==> src/rtl/irq_pkg.sv <==
// Package: shared address map and bus widths for the interrupt controller.
// Assumes reg_addr is ADDR_W bits wide and map entries start at MAP_BASE.
package irq_pkg;
    localparam int ADDR_W    = 6;
    localparam int MAP_BASE  = 32;
    localparam logic [ADDR_W-1:0] A_MASK   = 6'h00;
    localparam logic [ADDR_W-1:0] A_STATUS = 6'h01;
    localparam logic [ADDR_W-1:0] A_WAKE   = 6'h02;
endpackage

==> src/rtl/irq_regs.sv <==
// irq_regs: mask, wakeup-enable and source-to-event map registers with a
// combinational read port. Assumes NUM_SRC <= MAP_BASE so map addresses fit.
module irq_regs
    import irq_pkg::*;
#(
    parameter int NUM_SRC = 16,
    parameter int NUM_EVT = 4,
    parameter int EVT_W   = 2
) (
    input  logic                     clk,
    input  logic                     rst_n,
    input  logic                     reg_we,
    input  logic [ADDR_W-1:0]        reg_addr,
    input  logic [NUM_SRC-1:0]       reg_wdata,
    input  logic [NUM_SRC-1:0]       irq_req,
    output logic [NUM_SRC-1:0]       reg_rdata,
    output logic [NUM_SRC-1:0]       mask_q,
    output logic [NUM_SRC-1:0]       wake_q,
    output logic [NUM_SRC*EVT_W-1:0] map_flat
);
    logic [EVT_W-1:0] map_q [NUM_SRC];

    // Mask and wakeup-enable registers; status has no storage.
    always_ff @(posedge clk) begin
        if (!rst_n) begin
            mask_q <= '0;
            wake_q <= '0;
        end else if (reg_we) begin
            if (reg_addr == A_MASK) mask_q <= reg_wdata;
            if (reg_addr == A_WAKE) wake_q <= reg_wdata;
        end
    end

    // One map entry per source, reset to source index modulo event count.
    for (genvar i = 0; i < NUM_SRC; i++) begin : g_map
        always_ff @(posedge clk) begin
            if (!rst_n)
                map_q[i] <= EVT_W'(i % NUM_EVT);
            else if (reg_we && reg_addr == ADDR_W'(MAP_BASE + i))
                map_q[i] <= reg_wdata[EVT_W-1:0];
        end
        assign map_flat[i*EVT_W +: EVT_W] = map_q[i];
    end

    // Read mux over the register map.
    always_comb begin
        reg_rdata = '0;
        case (reg_addr)
            A_MASK:   reg_rdata = mask_q;
            A_STATUS: reg_rdata = irq_req;
            A_WAKE:   reg_rdata = wake_q;
            default: begin
                for (int i = 0; i < NUM_SRC; i++)
                    if (reg_addr == ADDR_W'(MAP_BASE + i))
                        reg_rdata = NUM_SRC'(map_q[i]);
            end
        endcase
    end

    // a write to the status address leaves mask and wakeup untouched.
    assert_status_ro_R2: assert property (@(posedge clk) disable iff (!rst_n)
        (reg_we && reg_addr == A_STATUS) |=> ($stable(mask_q) && $stable(wake_q)));
endmodule

==> src/rtl/irq_router.sv <==
// irq_router: applies the per-source mask, then ORs each unmasked request
// into the event its map entry names. Pure combinational logic.
module irq_router #(
    parameter int NUM_SRC = 16,
    parameter int NUM_EVT = 4,
    parameter int EVT_W   = 2
) (
    input  logic                     clk,
    input  logic                     rst_n,
    input  logic [NUM_SRC-1:0]       irq_req,
    input  logic [NUM_SRC-1:0]       mask_q,
    input  logic [NUM_SRC*EVT_W-1:0] map_flat,
    output logic [NUM_EVT-1:0]       evt_line
);
    logic [NUM_SRC-1:0] masked;
    assign masked = irq_req & mask_q;

    // Fold each unmasked request onto its mapped event line.
    always_comb begin
        evt_line = '0;
        for (int e = 0; e < NUM_EVT; e++)
            for (int s = 0; s < NUM_SRC; s++)
                if (masked[s] && map_flat[s*EVT_W +: EVT_W] == EVT_W'(e))
                    evt_line[e] = 1'b1;
    end

    // with every source masked no event line may be high.
    assert_masked_quiet_R1: assert property (@(posedge clk) disable iff (!rst_n)
        (mask_q == '0) |-> (evt_line == '0));
endmodule

==> src/rtl/irq_edge_latch.sv <==
// irq_edge_latch: per-event two-stage rising-edge detector and pending latch
// cleared by the core acknowledge; a rise in the acknowledge cycle wins.
module irq_edge_latch #(
    parameter int NUM_EVT = 4
) (
    input  logic               clk,
    input  logic               rst_n,
    input  logic [NUM_EVT-1:0] evt_line,
    input  logic [NUM_EVT-1:0] evt_ack,
    output logic [NUM_EVT-1:0] evt_pend
);
    logic [NUM_EVT-1:0] stg1, stg2, rise;

    for (genvar e = 0; e < NUM_EVT; e++) begin : g_evt
        assign rise[e] = stg1[e] & ~stg2[e];

        // Two sampling stages and the pending latch for this event.
        always_ff @(posedge clk) begin
            if (!rst_n) begin
                stg1[e]     <= 1'b0;
                stg2[e]     <= 1'b0;
                evt_pend[e] <= 1'b0;
            end else begin
                stg1[e]     <= evt_line[e];
                stg2[e]     <= stg1[e];
                evt_pend[e] <= (evt_pend[e] & ~evt_ack[e]) | rise[e];
            end
        end

        // an unacknowledged request is held.
        assert_hold_R7: assert property (@(posedge clk) disable iff (!rst_n)
            (evt_pend[e] && !evt_ack[e]) |=> evt_pend[e]);
        // acknowledge without a new edge clears the request.
        assert_ack_clear_R8: assert property (@(posedge clk) disable iff (!rst_n)
            (evt_ack[e] && !rise[e]) |=> !evt_pend[e]);
        // a new edge in the acknowledge cycle keeps it queued.
        assert_ack_requeue_R8: assert property (@(posedge clk) disable iff (!rst_n)
            (evt_ack[e] && rise[e]) |=> evt_pend[e]);
        // no request appears without a detected edge.
        assert_no_spurious_R6: assert property (@(posedge clk) disable iff (!rst_n)
            (!evt_pend[e] && !rise[e]) |=> !evt_pend[e]);
    end
endmodule

==> src/rtl/irq_event_ctrl.sv <==
// irq_event_ctrl: top of the peripheral interrupt mask and latch controller.
// Joins registers, routing, per-event latches and the wakeup OR.
// Assumes NUM_SRC <= 32 so map entries fit the 6-bit address space.
module irq_event_ctrl
    import irq_pkg::*;
#(
    parameter int NUM_SRC = 16,
    parameter int NUM_EVT = 4
) (
    input  logic               clk,
    input  logic               rst_n,
    input  logic [NUM_SRC-1:0] irq_req,
    input  logic               core_idle,
    input  logic [NUM_EVT-1:0] evt_ack,
    output logic [NUM_EVT-1:0] evt_pend,
    output logic               wake_o,
    input  logic               reg_we,
    input  logic [ADDR_W-1:0]  reg_addr,
    input  logic [NUM_SRC-1:0] reg_wdata,
    output logic [NUM_SRC-1:0] reg_rdata
);
    localparam int EVT_W = (NUM_EVT > 1) ? $clog2(NUM_EVT) : 1;

    logic [NUM_SRC-1:0]       mask_q, wake_q;
    logic [NUM_SRC*EVT_W-1:0] map_flat;
    logic [NUM_EVT-1:0]       evt_line;

    irq_regs #(.NUM_SRC(NUM_SRC), .NUM_EVT(NUM_EVT), .EVT_W(EVT_W)) u_regs (
        .clk(clk), .rst_n(rst_n), .reg_we(reg_we), .reg_addr(reg_addr),
        .reg_wdata(reg_wdata), .irq_req(irq_req), .reg_rdata(reg_rdata),
        .mask_q(mask_q), .wake_q(wake_q), .map_flat(map_flat));

    irq_router #(.NUM_SRC(NUM_SRC), .NUM_EVT(NUM_EVT), .EVT_W(EVT_W)) u_route (
        .clk(clk), .rst_n(rst_n), .irq_req(irq_req), .mask_q(mask_q),
        .map_flat(map_flat), .evt_line(evt_line));

    irq_edge_latch #(.NUM_EVT(NUM_EVT)) u_latch (
        .clk(clk), .rst_n(rst_n), .evt_line(evt_line), .evt_ack(evt_ack),
        .evt_pend(evt_pend));

    // Wakeup: any wake-enabled request while the core is idle.
    assign wake_o = core_idle & (|(irq_req & wake_q));

    // the wakeup output is never raised for an active core.
    assert_wake_idle_R3: assert property (@(posedge clk) disable iff (!rst_n)
        !core_idle |-> !wake_o);
    // the wakeup output needs a live request.
    assert_wake_req_R3: assert property (@(posedge clk) disable iff (!rst_n)
        (irq_req == '0) |-> !wake_o);
endmodule

==> config.mk <==
export PLATFORM = sky130hd
export DESIGN_NAME = irq_event_ctrl
export DESIGN_NICKNAME = d
export VERILOG_FILES = /design/src/rtl/irq_pkg.sv /design/src/rtl/irq_regs.sv /design/src/rtl/irq_router.sv /design/src/rtl/irq_edge_latch.sv /design/src/rtl/irq_event_ctrl.sv
export SDC_FILE = /design/constraint.sdc
export NUM_CORES = 1
export LEC_CHECK = 0
export BUFFER_PORTS_ARGS = -buffer_cell sky130_fd_sc_hd__buf_2
export CORE_MARGIN = 3
export CORE_UTILIZATION = 50
export CTS_BUF_LIST = sky130_fd_sc_hd__clkbuf_2
export CTS_CLUSTER_DIAMETER = 50
export DETAILED_ROUTE_END_ITERATION = 10
export PLACE_DENSITY_LB_ADDON = 0.25
export SETUP_SLACK_MARGIN = 0.05
export SYNTH_ARGS = -nofsm -noshare
export SYNTH_HDL_FRONTEND = slang
export SYNTH_SLANG_ARGS = --single-unit
==> constraint.sdc <==
create_clock -name clk -period 2.4 [get_ports clk]
set_input_delay 0.36 -clock clk [delete_from_list [all_inputs] [get_ports clk]]
set_output_delay 0.36 -clock clk [all_outputs]
set_load 0.01 [all_outputs]
==> report_table.html <==
<table>
<tr><th>Metric</th><th>Value</th></tr>
<tr><th colspan="2">Placement</th></tr>
<tr><td>I/O Buffers</td><td>66</td></tr>
<tr><td>Total half-perimeter wirelength after legalization and detailed placement</td><td>11480 um</td></tr>
<tr><td>Cell Count Post-Placement</td><td>705</td></tr>
<tr><td>Final RePlAce weighted congestion</td><td>0.9910</td></tr>
<tr><td>Post-Place Cell Area</td><td>4898 um2</td></tr>
<tr><th colspan="2">CTS</th></tr>
<tr><td>Clock transition time at the flip-flop clock pins of the worst setup and hold paths</td><td>0.25 ns</td></tr>
<tr><td>Total CTS buffers</td><td>9</td></tr>
<tr><td>TritonCTS clock tree</td><td>done</td></tr>
<tr><td>Number of clock sinks</td><td>76</td></tr>
<tr><td>Clk root buf</td><td>sky130_fd_sc_hd__clkbuf_2</td></tr>
<tr><td>Deepest clock path buffer count</td><td>2</td></tr>
<tr><td>Depth of the CTS H-tree</td><td>3</td></tr>
<tr><td>Clock latency of the later-clocked register in the worst-skew pair</td><td>0.56 ns</td></tr>
<tr><th colspan="2">Power</th></tr>
<tr><td>Power Density</td><td>486.4 nW/um2</td></tr>
<tr><td>Leakage dissipation</td><td>1.845 nW</td></tr>
<tr><td>IR drop worst, VDD</td><td>0.0003345 V</td></tr>
<tr><th colspan="2">Route</th></tr>
<tr><td>Initial detailed-routing violation count</td><td>583</td></tr>
<tr><td>Final routed wirelength across all metal layers</td><td>15360 um</td></tr>
<tr><td>Detailed-route DRC error count</td><td>0</td></tr>
<tr><td>Antenna-violating nets left</td><td>0</td></tr>
<tr><td>Total via count in the routed design</td><td>4564</td></tr>
<tr><td>Average routed wire per standard cell</td><td>20.79 um</td></tr>
<tr><td>Vias per cell</td><td>6.176</td></tr>
<tr><td>Length of the first detailed-routing pass in iterations</td><td>5</td></tr>
<tr><th colspan="2">GRT</th></tr>
<tr><td>Number of global-route vias before repair</td><td>4245</td></tr>
<tr><td>Antenna violations before repair</td><td>0</td></tr>
<tr><td>Remaining global-route overflow</td><td>0</td></tr>
<tr><td>Global-route wire length before repair</td><td>23630 um</td></tr>
<tr><td>Total global routing track utilization</td><td>0.3092</td></tr>
<tr><td>Maximum number of pins on one net before global-route repair</td><td>58</td></tr>
<tr><th colspan="2">Logic synthesis</th></tr>
<tr><td>Post-Synthesis Mean Instance Area</td><td>8.191 um2</td></tr>
<tr><td>Asr flop ratio synth</td><td>0</td></tr>
<tr><td>Cell types occupying the most area after synthesis</td><td>sky130_fd_sc_hd__edfxtp_1 22%, sky130_fd_sc_hd__dfxtp_1 20%, sky130_fd_sc_hd__nand2_1 8.8%</td></tr>
<tr><td>Number of library cell types mapped by synthesis</td><td>62</td></tr>
<tr><td>Main synth FF type</td><td>sky130_fd_sc_hd__dfxtp_1</td></tr>
<tr><td>Number of flip-flops and latches in the synthesized netlist</td><td>76</td></tr>
<tr><td>Number of flops mapped to enable cells by yosys</td><td>32</td></tr>
<tr><td>Fraction of post-synthesis cell area in the top cell type by area</td><td>0.2152</td></tr>
<tr><td>Number of instances in the synthesized netlist</td><td>545</td></tr>
<tr><td>Post-Synthesis Cell Area</td><td>4464 um2</td></tr>
<tr><td>Synth Net Count</td><td>591</td></tr>
<tr><td>Top cell type by total area after synthesis</td><td>sky130_fd_sc_hd__edfxtp_1</td></tr>
<tr><td>Ys Warns</td><td>0</td></tr>
<tr><td>Sequential-to-total area share from yosys stat</td><td>0.4126</td></tr>
<tr><th colspan="2">Outcome</th></tr>
<tr><td>Violations in the final reports</td><td>negative setup slack</td></tr>
<tr><td>Outcome</td><td>finished, violations left</td></tr>
<tr><th colspan="2">Critical path</th></tr>
<tr><td>Setup crit start kind</td><td>register</td></tr>
<tr><td>Highest cell delay on the worst timing path</td><td>0.49 ns</td></tr>
<tr><td>Sort of element at the end of the critical path</td><td>output pin</td></tr>
<tr><td>Crit path DAT</td><td>2.17 ns</td></tr>
<tr><td>Crit path kind</td><td>register to output pin</td></tr>
<tr><td>Category of cells accounting for the largest share of critical-path delay</td><td>multiplexers</td></tr>
<tr><td>Largest fanout on the critical path</td><td>2</td></tr>
<tr><td>Library cell contributing the largest single delay on the critical path</td><td>sky130_fd_sc_hd__mux4_2</td></tr>
<tr><td>Buffer and inverter count on the worst path</td><td>1</td></tr>
<tr><td>Critical path, cell by cell</td><td>mux4_2 &gt; a221o_1 &gt; nand3_2 &gt; a221oi_2 &gt; buf_2</td></tr>
<tr><td>Crit path required time</td><td>2.04 ns</td></tr>
<tr><th colspan="2">STA</th></tr>
<tr><td>Relative slew slack</td><td>0.5579</td></tr>
<tr><td>Measured slew at the worst slew-check pin</td><td>0.6631 ns</td></tr>
<tr><td>Fmax achieved</td><td>0.3955 GHz</td></tr>
<tr><td>Min Tclk post-route</td><td>2.528 ns</td></tr>
<tr><td>Final setup violation count</td><td>2</td></tr>
<tr><td>Count of final hold-check violations</td><td>0</td></tr>
<tr><td>Fin worst setup slack</td><td>-0.1284 ns</td></tr>
<tr><td>Clock skew after layout</td><td>0.04146 ns</td></tr>
<tr><td>Final Max Slew Viols</td><td>0</td></tr>
<tr><td>Final period util</td><td>1.054</td></tr>
<tr><td>Unrepaired setup endpoints after global routing</td><td>yes</td></tr>
<tr><th colspan="2">Die</th></tr>
<tr><td>Starting Density</td><td>0.5300</td></tr>
<tr><td>Die span in y</td><td>100.5 um</td></tr>
<tr><td>Ports placed on the boundary</td><td>67</td></tr>
<tr><td>Std-Cell Core Area</td><td>8423 um2</td></tr>
<tr><td>Die area</td><td>10100 um2</td></tr>
<tr><td>Floorplan die width</td><td>100.5 um</td></tr>
<tr><td>Standard-cell rows</td><td>33</td></tr>
<tr><th colspan="2">Final layout</th></tr>
<tr><td>Area of all placed cells without fillers</td><td>5200 um2</td></tr>
<tr><td>Ant. Diodes</td><td>0</td></tr>
<tr><td>Post-route non-filler standard cell count</td><td>739</td></tr>
<tr><td>Layout cell share with drive strength beyond 1</td><td>0.2050</td></tr>
<tr><td>Number of nets in the layout</td><td>675</td></tr>
<tr><td>Layout overhead on the synthesized area</td><td>16.48%</td></tr>
<tr><th colspan="2">Job</th></tr>
<tr><td>Max cap viols</td><td>0</td></tr>
<tr><th colspan="2">Worst hold path</th></tr>
<tr><td>Class of the tightest hold or removal check</td><td>input port to register</td></tr>
</table>
[sequential cells by signal, summed over array words and instances (netlist names)]
name              flops
u_latch.evt_pend      4
u_latch.stg1          4
u_latch.stg2          4
u_regs.map_q         32
u_regs.mask_q        16
u_regs.wake_q        16
[layout make-up]
| class | instances | area (um2) |
|---|---|---|
| sequential | 76 | 1842 |
| multi-input combinational | 430 | 2456 |
| clock buffer | 9 | 45.04 |
| fill | 799 | 3223 |
| inverter | 10 | 37.54 |
| clock inverter | 7 | 75.07 |
| tap | 105 | 131.4 |
| timing repair buffer | 102 | 613.1 |
[metrics by stage]
step	util	setup TNS [ns]	power, W	hold WS, ns	setup slack (ns)
finish	0.6174	-0.2455	0.002529	0.03158	-0.1284
global route	0.6174	-0.4932	0.002622	0.003713	-0.2629
CTS	0.6132	-0.2563	0.002521	0.004443	-0.1319
detailed placement	0.5816	0	0.001750	0.4525	0.2747
global placement	0.5816	0	0.001748	0.4424	0.2583
floorplan	-	0	0.001601	0.4349	0.4810
[report_power, final]
group / internal [W] / total (W) / switching, W
sequential: 0.00138 / 0.00143 / 0.0000507
combinational: 0.000133 / 0.000330 / 0.000198
clock: 0.000246 / 0.000767 / 0.000522
total: 0.00176 / 0.00253 / 0.000770
[worst register-to-register path, cell delays in order (launching register included)]
cell                       delay [ns]
sky130_fd_sc_hd__edfxtp_1        0.57
sky130_fd_sc_hd__nor3b_1         0.20
sky130_fd_sc_hd__a21oi_1         0.14
sky130_fd_sc_hd__o311ai_0        0.16
sky130_fd_sc_hd__o41a_1          0.46
[placed cells by master, fill, tap and decap left out, types with 10 or more instances in the layout]
cell type,synthesis,layout
sky130_fd_sc_hd__nand2_1,105,105
sky130_fd_sc_hd__nor2_1,70,70
sky130_fd_sc_hd__buf_2,10,66
sky130_fd_sc_hd__dfxtp_1,44,44
sky130_fd_sc_hd__edfxtp_1,32,32
sky130_fd_sc_hd__buf_4,5,31
sky130_fd_sc_hd__a21boi_0,26,26
sky130_fd_sc_hd__nor3_1,23,23
sky130_fd_sc_hd__a21oi_1,23,22
sky130_fd_sc_hd__nand3_1,23,22
sky130_fd_sc_hd__mux2i_1,17,17
sky130_fd_sc_hd__o21ai_0,18,17
sky130_fd_sc_hd__nand4_1,14,14
sky130_fd_sc_hd__o22ai_1,13,13
sky130_fd_sc_hd__inv_1,10,10
[cells by family (layout without fill, tap and decap cells)]
logic type,count (synthesis),in the layout,share of synthesized area
compound gates,125,125,0.1920
buf+inv,39,128,0.04484
flops,76,76,0.4126
mux,20,20,0.05073
simple gates,285,285,0.2999
[metal layers]
metal / routed length [um] / up-vias / GRT usage
met5: 0 / - / 0
met4: 264 / 0 / 0.07254
met3: 1587 / 24 / 0.07820
met2: 6821 / 244 / 0.4653
met1: 6688 / 2158 / 0.4481
li1: - / 2138 / -
[timing repair]
action	4_1_cts	5_1_grt
endpoints found under the hold margin	4	2
gates resized for setup	5	2
pin swaps	6	0
hold buffers	4	1
endpoints found under the setup margin	2	3
buffers inserted	11	2
[final timing paths]
| kind | from | cells past startpoint | endpoint | slack [ns] |
|---|---|---|---|---|
| max reg2reg | u_regs.map_q[1][9] | 4 | u_latch.stg1[2] | 0.75 |
| min | reg_wdata[4] | 3 | u_regs.mask_q[4] | 0.03 |
| min reg2reg | u_latch.stg1[1] | 2 | u_latch.evt_pend[1] | 0.48 |
| max | u_regs.map_q[0][7] | 5 | reg_rdata[1] | -0.13 |
[cell usage after synthesis, drive strengths merged (2+ instances only)]
library cell / number
clkbuf: 10
mux2i: 17
and3: 2
a22oi: 6
or3b: 2
a221oi: 6
nor3b: 3
mux4: 2
nand4: 14
nor4: 6
a21boi: 32
buf: 19
inv: 10
a31oi: 2
o22ai: 13
nand3b: 4
and2: 8
nand2b: 9
o32ai: 2
or2: 2
a22o: 2
o21ai: 18
o2111ai: 5
nor2: 72
dfxtp: 44
o32a: 2
a211o: 2
nand3: 24
nand2: 106
edfxtp: 32
nor2b: 4
nor3: 24
a21oi: 23
Note: power is estimated with default switching activity, not from simulation.
